File: src/rtl/cap_timer_pkg.sv
package cap_timer_pkg;
  localparam int FLAG_W  = 8;
  localparam int FL_OVF  = 0;
  localparam int FL_LOVR = 1;
  localparam int FL_CPA  = 2;
  localparam int FL_CPB  = 3;
  localparam int FL_CPC  = 4;
  localparam int FL_LDA  = 5;
  localparam int FL_LDB  = 6;
  localparam int FL_ETRG = 7;

  typedef enum logic [1:0] {
    EDGE_NONE = 2'b00,
    EDGE_RISE = 2'b01,
    EDGE_FALL = 2'b10,
    EDGE_BOTH = 2'b11
  } edge_sel_e;

  function automatic logic edge_hit(input logic [1:0] sel, input logic rise, input logic fall);
    unique case (edge_sel_e'(sel))
      EDGE_RISE: edge_hit = rise;
      EDGE_FALL: edge_hit = fall;
      EDGE_BOTH: edge_hit = rise | fall;
      default:   edge_hit = 1'b0;
    endcase
  endfunction
endpackage

File: src/rtl/cap_edge_det.sv
module cap_edge_det #(
  parameter int N = 2
) (
  input  logic         clk_i,
  input  logic         rst_ni,
  input  logic [N-1:0] sig_i,
  output logic [N-1:0] lvl_o,
  output logic [N-1:0] rise_o,
  output logic [N-1:0] fall_o
);
  logic [N-1:0] q;

  always_ff @(posedge clk_i or negedge rst_ni)
    if (!rst_ni) q <= '0;
    else         q <= sig_i;

  for (genvar i = 0; i < N; i++) begin : g_bit
    assign rise_o[i] = sig_i[i] & ~q[i];
    assign fall_o[i] = ~sig_i[i] & q[i];
  end
  assign lvl_o = q;
endmodule

File: src/rtl/cap_counter.sv
module cap_counter #(
  parameter int CNT_W = 16
) (
  input  logic             clk_i,
  input  logic             rst_ni,
  input  logic             cnt_en_i,
  input  logic             en_cmd_i,
  input  logic             dis_cmd_i,
  input  logic             trg_i,
  input  logic [CNT_W-1:0] rc_val_i,
  input  logic             rc_trg_en_i,
  input  logic             rb_ld_i,
  input  logic             stop_on_rb_i,
  input  logic             dis_on_rb_i,
  output logic [CNT_W-1:0] cnt_o,
  output logic             clk_on_o,
  output logic             run_o,
  output logic             ovf_o,
  output logic             cpc_o
);
  localparam logic [CNT_W-1:0] CNT_MAX = {CNT_W{1'b1}};

  logic [CNT_W-1:0] cnt_q;
  logic             on_q, halt_q, restart;

  assign run_o   = on_q & ~halt_q & cnt_en_i;
  assign cpc_o   = run_o & (cnt_q == rc_val_i);
  assign ovf_o   = run_o & (cnt_q == CNT_MAX);
  assign restart = trg_i | (cpc_o & rc_trg_en_i);

  always_ff @(posedge clk_i or negedge rst_ni)
    if (!rst_ni)      cnt_q <= '0;
    else if (restart) cnt_q <= '0;
    else if (run_o)   cnt_q <= cnt_q + 1'b1;

  // halt set on B capture wins over a same-cycle restart
  always_ff @(posedge clk_i or negedge rst_ni)
    if (!rst_ni)                       halt_q <= 1'b0;
    else if (rb_ld_i && stop_on_rb_i)  halt_q <= 1'b1;
    else if (restart)                  halt_q <= 1'b0;

  always_ff @(posedge clk_i or negedge rst_ni)
    if (!rst_ni)                                 on_q <= 1'b0;
    else if (dis_cmd_i || (rb_ld_i && dis_on_rb_i)) on_q <= 1'b0;
    else if (en_cmd_i)                           on_q <= 1'b1;

  assign cnt_o    = cnt_q;
  assign clk_on_o = on_q;
endmodule

File: src/rtl/cap_capture.sv
module cap_capture #(
  parameter int CNT_W = 16
) (
  input  logic             clk_i,
  input  logic             rst_ni,
  input  logic             ra_hit_i,
  input  logic             rb_hit_i,
  input  logic [CNT_W-1:0] cnt_i,
  input  logic             ra_rd_i,
  input  logic             rb_rd_i,
  output logic [CNT_W-1:0] ra_o,
  output logic [CNT_W-1:0] rb_o,
  output logic             ra_ld_o,
  output logic             rb_ld_o,
  output logic             lovr_o
);
  logic [CNT_W-1:0] ra_q, rb_q;
  logic             want_b_q, ra_unrd_q, rb_unrd_q;

  assign ra_ld_o = ra_hit_i & ~want_b_q;
  assign rb_ld_o = rb_hit_i &  want_b_q;
  assign lovr_o  = (ra_ld_o & ra_unrd_q) | (rb_ld_o & rb_unrd_q);

  always_ff @(posedge clk_i or negedge rst_ni)
    if (!rst_ni) begin
      ra_q      <= '0;
      rb_q      <= '0;
      want_b_q  <= 1'b0;
      ra_unrd_q <= 1'b0;
      rb_unrd_q <= 1'b0;
    end else begin
      if (ra_ld_o) begin
        ra_q      <= cnt_i;
        ra_unrd_q <= 1'b1;
        want_b_q  <= 1'b1;
      end else if (ra_rd_i) begin
        ra_unrd_q <= 1'b0;
      end
      if (rb_ld_o) begin
        rb_q      <= cnt_i;
        rb_unrd_q <= 1'b1;
        want_b_q  <= 1'b0;
      end else if (rb_rd_i) begin
        rb_unrd_q <= 1'b0;
      end
    end

  assign ra_o = ra_q;
  assign rb_o = rb_q;
endmodule

File: src/rtl/cap_irq.sv
module cap_irq
  import cap_timer_pkg::*;
(
  input  logic              clk_i,
  input  logic              rst_ni,
  input  logic [FLAG_W-1:0] ev_i,
  input  logic              sr_rd_i,
  input  logic              int_en_i,
  input  logic              int_dis_i,
  input  logic [FLAG_W-1:0] int_bits_i,
  output logic [FLAG_W-1:0] status_o,
  output logic [FLAG_W-1:0] imr_o,
  output logic              irq_o
);
  logic [FLAG_W-1:0] sts_q, imr_q, set_m, clr_m;

  assign set_m = int_en_i  ? int_bits_i : '0;
  assign clr_m = int_dis_i ? int_bits_i : '0;

  always_ff @(posedge clk_i or negedge rst_ni)
    if (!rst_ni) begin
      sts_q <= '0;
      imr_q <= '0;
    end else begin
      sts_q <= (sr_rd_i ? '0 : sts_q) | ev_i;
      imr_q <= (imr_q | set_m) & ~clr_m;
    end

  assign status_o = sts_q;
  assign imr_o    = imr_q;
  assign irq_o    = |(sts_q & imr_q);
endmodule

File: src/rtl/cap_timer_ch.sv
module cap_timer_ch
  import cap_timer_pkg::*;
#(
  parameter int CNT_W = 16
) (
  input  logic             clk_i,
  input  logic             rst_ni,
  input  logic             cnt_en_i,
  input  logic             clk_en_i,
  input  logic             clk_dis_i,
  input  logic             sw_trg_i,
  input  logic             tin_a_i,
  input  logic             tin_b_i,
  input  logic [1:0]       ra_edge_i,
  input  logic [1:0]       rb_edge_i,
  input  logic [1:0]       trg_edge_i,
  input  logic             trg_src_a_i,
  input  logic             rc_trg_en_i,
  input  logic             stop_on_rb_i,
  input  logic             dis_on_rb_i,
  input  logic [CNT_W-1:0] rc_val_i,
  input  logic             ra_rd_i,
  input  logic             rb_rd_i,
  input  logic             sr_rd_i,
  input  logic             int_en_i,
  input  logic             int_dis_i,
  input  logic [7:0]       int_bits_i,
  output logic [CNT_W-1:0] cnt_o,
  output logic [CNT_W-1:0] ra_o,
  output logic [CNT_W-1:0] rb_o,
  output logic [7:0]       status_o,
  output logic             clk_sta_o,
  output logic             mir_a_o,
  output logic             mir_b_o,
  output logic [7:0]       imr_o,
  output logic             irq_o
);
  localparam int PIN_A = 0;
  localparam int PIN_B = 1;

  logic [1:0]        lvl_w, rise_w, fall_w;
  logic              ra_hit_w, rb_hit_w, ext_trg_w, trg_w;
  logic              run_w, ovf_w, cpc_w, ra_ld_w, rb_ld_w, lovr_w;
  logic [FLAG_W-1:0] ev_w;

  cap_edge_det #(.N(2)) u_edge (
    .clk_i  (clk_i),
    .rst_ni (rst_ni),
    .sig_i  ({tin_b_i, tin_a_i}),
    .lvl_o  (lvl_w),
    .rise_o (rise_w),
    .fall_o (fall_w)
  );

  assign ra_hit_w  = edge_hit(ra_edge_i, rise_w[PIN_A], fall_w[PIN_A]);
  assign rb_hit_w  = edge_hit(rb_edge_i, rise_w[PIN_A], fall_w[PIN_A]);
  assign ext_trg_w = trg_src_a_i ? edge_hit(trg_edge_i, rise_w[PIN_A], fall_w[PIN_A])
                                 : edge_hit(trg_edge_i, rise_w[PIN_B], fall_w[PIN_B]);
  assign trg_w     = ext_trg_w | sw_trg_i;

  cap_counter #(.CNT_W(CNT_W)) u_cnt (
    .clk_i        (clk_i),
    .rst_ni       (rst_ni),
    .cnt_en_i     (cnt_en_i),
    .en_cmd_i     (clk_en_i),
    .dis_cmd_i    (clk_dis_i),
    .trg_i        (trg_w),
    .rc_val_i     (rc_val_i),
    .rc_trg_en_i  (rc_trg_en_i),
    .rb_ld_i      (rb_ld_w),
    .stop_on_rb_i (stop_on_rb_i),
    .dis_on_rb_i  (dis_on_rb_i),
    .cnt_o        (cnt_o),
    .clk_on_o     (clk_sta_o),
    .run_o        (run_w),
    .ovf_o        (ovf_w),
    .cpc_o        (cpc_w)
  );

  cap_capture #(.CNT_W(CNT_W)) u_cap (
    .clk_i    (clk_i),
    .rst_ni   (rst_ni),
    .ra_hit_i (ra_hit_w),
    .rb_hit_i (rb_hit_w),
    .cnt_i    (cnt_o),
    .ra_rd_i  (ra_rd_i),
    .rb_rd_i  (rb_rd_i),
    .ra_o     (ra_o),
    .rb_o     (rb_o),
    .ra_ld_o  (ra_ld_w),
    .rb_ld_o  (rb_ld_w),
    .lovr_o   (lovr_w)
  );

  always_comb begin
    ev_w          = '0;
    ev_w[FL_OVF]  = ovf_w;
    ev_w[FL_LOVR] = lovr_w;
    ev_w[FL_CPC]  = cpc_w;
    ev_w[FL_LDA]  = ra_ld_w;
    ev_w[FL_LDB]  = rb_ld_w;
    ev_w[FL_ETRG] = ext_trg_w;
  end

  cap_irq u_irq (
    .clk_i      (clk_i),
    .rst_ni     (rst_ni),
    .ev_i       (ev_w),
    .sr_rd_i    (sr_rd_i),
    .int_en_i   (int_en_i),
    .int_dis_i  (int_dis_i),
    .int_bits_i (int_bits_i),
    .status_o   (status_o),
    .imr_o      (imr_o),
    .irq_o      (irq_o)
  );

  assign mir_a_o = lvl_w[PIN_A];
  assign mir_b_o = lvl_w[PIN_B];
endmodule

File: config.mk
export PLATFORM = sky130hd
export DESIGN_NAME = cap_timer_ch
export DESIGN_NICKNAME = d
export VERILOG_FILES = /design/src/rtl/cap_timer_pkg.sv /design/src/rtl/cap_edge_det.sv /design/src/rtl/cap_counter.sv /design/src/rtl/cap_capture.sv /design/src/rtl/cap_irq.sv /design/src/rtl/cap_timer_ch.sv
export SDC_FILE = /design/constraint.sdc
export NUM_CORES = 1
export LEC_CHECK = 0
export ABC_AREA = 1
export CAP_MARGIN = 10
export CORE_ASPECT_RATIO = 1.5
export CORE_MARGIN = 2
export CORE_UTILIZATION = 41
export DETAILED_ROUTE_END_ITERATION = 8
export PLACE_DENSITY = 0.83
export SLEW_MARGIN = 20
export SYNTH_ARGS = -nofsm -noshare
export SYNTH_HDL_FRONTEND = slang
export SYNTH_SLANG_ARGS = --single-unit
File: constraint.sdc
create_clock -name clk_i -period 1.45 [get_ports clk_i]
set_input_delay 0.145 -clock clk_i [delete_from_list [all_inputs] [get_ports clk_i]]
set_output_delay 0.145 -clock clk_i [all_outputs]
set_load 0.02 [all_outputs]
======== Word-level counts from Yosys, hierarchy flattened ========
Cells that the tools add are included.
storage, ports and cells
  register bits after elaboration ......... 71
  input port bits ......................... 47
  output and inout bits ................... 68
cells by class
  add/sub/neg operators ................... 1
  equality and inequality tests ........... 11
  mux-type cells .......................... 20
  bitwise gates (word level) .............. 29
  reduce and logical (&&, ||, !) cells .... 10
operators with widths
  operator               count
  $mux 16                2
  $mux 8                 3
  $add 16x1->16 const B  1
  $and 8x8->8            2
  $eq 16x16->1           1
  $eq 16x16->1 const B   1
  $or 8x8->8             2
  $and 1x1->1            13
  $eq 2x2->1 const B     6
  $pmux 1 s3             4
  $reduce_bool 2->1      6
  $mux 1                 11
  $not 8->8              1
  $reduce_or 8->1        1
  $eq 2x1->1 const B     3
  $not 1->1              6
  $or 1x1->1             5
  $logic_and 1x1->1      2
  $logic_or 1x1->1       1

======== Longest topological paths before layout ========
  depth after elaboration ................. 9
  mapped depth ............................ 10
  depth with buffers taken out ............ 10

======== Cells and area by module ========
From an unflattened synthesis, not the netlist that was laid out.
unflattened totals
  cells, all modules ...................... 458
  area total of the unflattened synthesis .. 3,697.3 µm²
by module, submodules not included
  module        times used  cells an instance  area each (µm²)  seq. area each (µm²)
  cap_capture   1           153                1,441.4          875.8
  cap_counter   1           191                1,380.1          450.4
  cap_irq       1           90                 730.7            400.4
  cap_edge_det  1           10                 80.1             50.0
  cap_timer_ch  1           14                 65.1             0.0

======== Least setup slack after synthesis ========
No wires, ideal clock.
  path kind ............................... reg-to-reg
  start ................................... register u_edge.q[0] (netlist: u_edge.lvl_o[0])
  end ..................................... register u_cap.ra_q[12] (netlist: u_cap.ra_o[12])
  setup time .............................. 83 ps
  arrival time ............................ 1,531 ps
  required time ........................... 1,367 ps
  slack ................................... -164 ps
  cell stages (with the launch flop) ...... 9
  period minus slack after synthesis ...... 1,614 ps
  cells stage by stage .................... dfrtp_1 -> ha_1 -> inv_1 -> a21oi_1 -> nor2_1 -> nand2_1 -> clkbuf_1 -> nand2_1 -> o21ai_0
between the ends
  word-level cells in the longest chain between the ends .. 5
  elaborated cells on any way between the ends .. 6
  those cells by class .................... mux: 1; bitwise: 5
RTL lines
  what                    line                 text
  start, declared         cap_edge_det.sv:11   logic [N-1:0] q;
  start signal, assigned  cap_edge_det.sv:15   else q <= sig_i;
  $not 1->1               cap_edge_det.sv:18   assign rise_o[i] = sig_i[i] & ~q[i];
  $and 1x1->1             cap_edge_det.sv:18
  $or 1x1->1              cap_timer_pkg.sv:23  EDGE_BOTH: edge_hit = rise | fall;
  $pmux 1 s3 (*)          cap_timer_pkg.sv:20  unique case (edge_sel_e'(sel))
  $and 1x1->1 (*)         cap_capture.sv:20    assign ra_ld_o = ra_hit_i & ~want_b_q;
  end signal, assigned    cap_capture.sv:33    ra_q <= cnt_i;
  end, declared           cap_capture.sv:17    logic [CNT_W-1:0] ra_q, rb_q;
Mark *: on every way between the ends. The rest lies on a longest branch, timed or not.
A chain may end at the register's enable or synchronous reset.

======== Final worst setup path ========
  start ................................... register u_edge.q[0] (netlist: u_edge.lvl_o[0])
  end ..................................... register u_cnt.cnt_q[10] (netlist: u_cnt.cnt_o[10])
between the ends
  word-level cells in the longest chain between the ends .. 8
  elaborated cells on any way between the ends .. 10
  those cells by class .................... mux: 3; bitwise: 6; reduce/logical: 1
RTL lines
  what                                          line                 text
  $not 1->1                                     cap_edge_det.sv:18
  $and 1x1->1                                   cap_edge_det.sv:18
  $or 1x1->1                                    cap_timer_pkg.sv:23
  $pmux 1 s3 (*)                                cap_timer_pkg.sv:20
  $mux 1 (*)                                    cap_timer_ch.sv:57   assign ext_trg_w = trg_src_a_i ? edge_hit(trg_edge_i, rise_w[PIN_A], fall_w[PIN_A])
  $or 1x1->1 (*)                                cap_timer_ch.sv:59   assign trg_w = ext_trg_w | sw_trg_i;
  $or 1x1->1 (*)                                cap_counter.sv:29    assign restart = trg_i | (cpc_o & rc_trg_en_i);
  $mux 16 or $reduce_bool 2->1 (tied branches)  -
  end signal, assigned                          cap_counter.sv:34    else if (run_o) cnt_q <= cnt_q + 1'b1;
  end, declared                                 cap_counter.sv:23    logic [CNT_W-1:0] cnt_q;
Marked as above.

==> results.txt <==
Overall power consumption after layout is estimated at 6114 uW. Max-capacitance violation count: 0. Summing the sequential cell areas from Yosys gives 52.21% of the chip area. The run gives 0.03029 ns as the tightest hold margin.

The tools report the final count of pins violating max slew as 0. The portion of the clock cycle consumed by the worst path in the final layout is 109.1%, and the vertical extent of the die is 114.0 um. The maximum clock rate is 0.6323 GHz.

The biggest cell delay along the critical path was 0.43 ns. Entering global routing, the biggest net connects 38 pins. The floorplan has 40 rows.

The setup-violating endpoint count in the final report is 57. TritonCTS built the clock tree. The total power divided by cell area was 1047 nW/um^2; the half-perimeter wire length after placement was 7143 um. Proportion of netlist area held by the largest area contributor: 52.21%. The run finished, with violations left.

For the final database, setup skew stands at 0.004229 ns. The required time of the worst setup path was 1.71 ns. Antenna diode count: 0. The register bit total from synthesis works out to 69.

Slowest library cell on the worst path: sky130_fd_sc_hd__dfrtp_2. The floorplan step defined a core boundary enclosing 7908 um^2. A synthesized cell averages 8.330 um^2.

The class of the most critical hold timing path is input pin to register. For the number of buffers created by CTS, the log shows 9. In this run the remaining antenna-violating nets after routing total 0.

The tools report the setup TNS as -4.610 ns. The post-synthesis cell count came out at 397. At the end of the flow the core is filled with cells to 73.81%. The total number of nets in the final design was 630. Library cell occupying the most area in the post-synthesis netlist: sky130_fd_sc_hd__dfrtp_1. The final layout contains routed wiring with a total length of 11660 um.

Global routing consumed, over all layers together, 23.31% of the routing resources. Data on the critical path arrives at its endpoint at 1.84 ns. Leaving out fill and tap cells, the most frequent cell in the layout is sky130_fd_sc_hd__inv_1.

The proportion of layout cells with a drive suffix above 1 was 33.10%. The critical-path maximum fanout came out at 16. In the post-synthesis netlist, the biggest area contributors are sky130_fd_sc_hd__dfrtp_1 52%, sky130_fd_sc_hd__nand2_1 11%, sky130_fd_sc_hd__o21ai_0 8.0%, sky130_fd_sc_hd__inv_1 7.6%, sky130_fd_sc_hd__nor2_1 3.3%. The tools report the cell leakage power as 0.003221 uW. Fill cells in the final layout number 565. The run gives -0.1315 ns as the slack of the critical path. The cell type with the highest occurrence count on the critical path is sky130_fd_sc_hd__nand2_1. Traced cell by cell, the critical path runs through ha_4 -> o211ai_1 -> nand2_1 -> nand2_1 -> nor2_2 -> nand2_2 -> buf_12 -> nor2_1. The first TritonRoute pass finished after 4 iterations. Clock-pin slew was measured on the worst setup and hold paths at 0.06 ns.

Setup repair after global routing could not meet its margin everywhere. The Yosys step of the flow raised 0 warnings. The die covers 8815 um^2. The clock passes through at most 2 buffers.

Before CTS, the worst setup slack after placement is -0.3693 ns. The library cells used most frequently in the layout, excluding fill and tap cells, are 60 x sky130_fd_sc_hd__inv_1, 59 x sky130_fd_sc_hd__nand2_1, 58 x sky130_fd_sc_hd__dfrtp_1. For this configuration, the core starts out at a cell density of 41.82%.

The average routed wire per standard cell is 16.94 um, and the clock insertion delay at the later pin of the skew report is 0.34 ns. The synthesized area is 3307 um^2. The number of buffer cells added on primary ports is 112, and the hold violation count in the final report is 0. In this run the count of I/O pins placed on the die edge is 115.

The critical path in this run is classified as register to register. The worst path in the final design needs a cycle of 1.581 ns, including I/O delays and setup. Startpoint kind of the worst setup timing path: a register.

The total overflow left after global routing is 0. The run gives 3374 as the number of global-route vias before repair. The first global-routing pass estimated 15930 um of wire. The tools report the maximum ir drop on the vdd rail as 0.7853 mV. At the end of routability-driven placement, the weighted congestion stood at 0.8731. For this block, the via count after detailed routing is 3410.

The relative area change from synthesis to final layout came out at 76.50%. Using the TritonRoute via totals, the vias-per-cell ratio works out to 4.956. The number of antenna violations at the first check in global routing is 0. The tools report the clock root buffer master as sky130_fd_sc_hd__clkbuf_16. The checks that failed: negative setup slack. CTS built an H-tree with a depth of 3.

STA classifies the critical path endpoint as a register. For the number of distinct library cells after synthesis, the log shows 29. In this run the horizontal extent of the chip is 77.33 um.

In the routed design, unresolved DRC markers number 0. The logs give 69 for the clock sink count and 239 for the number of design-rule violations left by the first detailed-router iteration.
[where the power goes]
group	total [uW]	internal, uW	leakage (uW)	switching, uW
Clock	2280	1460	0.000158	817
Combinational	1710	777	0.00215	930
Sequential	2130	2050	0.000914	75.1
Total	6110	4290	0.00322	1820
[final timing paths]
path	from	to	slack, ns	cells past startpoint
min in group asynchronous	rst_ni	u_edge.lvl_o[1]$_DFF_PN0_	0.37	3
max	u_edge.lvl_o[0]$_DFF_PN0_	u_cnt.cnt_o[10]$_DFFE_PN0P_	-0.13	8
max in group asynchronous	rst_ni	u_cnt.clk_on_o$_DFFE_PN0P_	0.66	3
min	tin_a_i	u_edge.lvl_o[0]$_DFF_PN0_	0.03	1
max reg2reg	u_edge.lvl_o[0]$_DFF_PN0_	u_cnt.cnt_o[10]$_DFFE_PN0P_	-0.13	8
min reg2reg	u_cap.rb_o[9]$_DFFE_PN0N_	u_cap.rb_o[9]$_DFFE_PN0N_	0.50	2
[timing repair]
action | CTS | global route
hold buffers | 1 | 0
gates cloned | 0 | 10
gates resized for setup | 61 | 153
pin swaps | 10 | 9
setup endpoints to repair | 83 | 77
buffers inserted | 5 | 5
endpoints found under the hold margin | 69 | 0
[metal layers]
metal,GRT usage (%),part of all wire [%],up-vias
li1,-,-,1609
met1,27.00,37,1638
met2,40.75,54,121
met3,3.402,3.8,42
met4,13.69,5.0,0
met5,0,0,-
[critical path, delay by kind of cell (launching register included)]
| kind | cells | cell delay (ns) |
|---|---|---|
| AO/OA/AOI/OAI | 1 | 0.10 |
| adder cells (fa/ha/maj) | 1 | 0.29 |
| buffers and inverters | 1 | 0.16 |
| flip-flops | 1 | 0.43 |
| AND/OR/NAND/NOR | 5 | 0.53 |
[registers in the layout, indices dropped and copies added (netlist names)]
name / cells
u_cap.ra_o: 16
u_cap.ra_unrd_q: 1
u_cap.rb_o: 16
u_cap.rb_unrd_q: 1
u_cap.want_b_q: 1
u_cnt.clk_on_o: 1
u_cnt.cnt_o: 16
u_cnt.halt_q: 1
u_edge.lvl_o: 2
u_irq.imr_o: 8
u_irq.status_o: 6
[layout make-up]
cell class	count	area, um^2	share of cell area (%)
Timing Repair Buffer	178	1762	30.18
Sequential cell	69	1740	29.82
Multi-Input combinational cell	248	1622	27.78
Inverter	72	270.3	4.630
Clock buffer	12	266.5	4.566
Tap cell	105	131.4	2.251
Clock inverter	4	45.04	0.7717
[metrics by stage]
stage / area [um^2] / std cells
4_1_cts: 5251 / 673
6_report: 5837 / 688
3_3_place_gp: 4921 / 651
3_5_place_dp: 4921 / 651
5_1_grt: 5837 / 688
2_1_floorplan: 3363 / 398
[kinds of logic after synthesis]
family	synth area share, %
DFF	52.21
AOI/OAI and AO/OA	11.50
adders and majority gates	1.892
buffers and inverters	9.648
and+or+nand+nor	20.13
other	0.1134
xor gates and xnor gates	4.502
[synthesized netlist by cell type, drive strengths merged]
library cell  count
xnor2             6
and2              1
nand4             4
nor2             36
o21ai            53
dfrtp            69
buf               3
a21o              2
nand3b            1
inv              72
o22ai             3
a211o             1
nand2            97
o221ai            2
ha                5
conb              1
xor2             11
nand3            12
a21oi             5
or2               1
o211ai            4
clkbuf            6
nor3              2
Note: power is estimated with default switching activity, not from simulation.
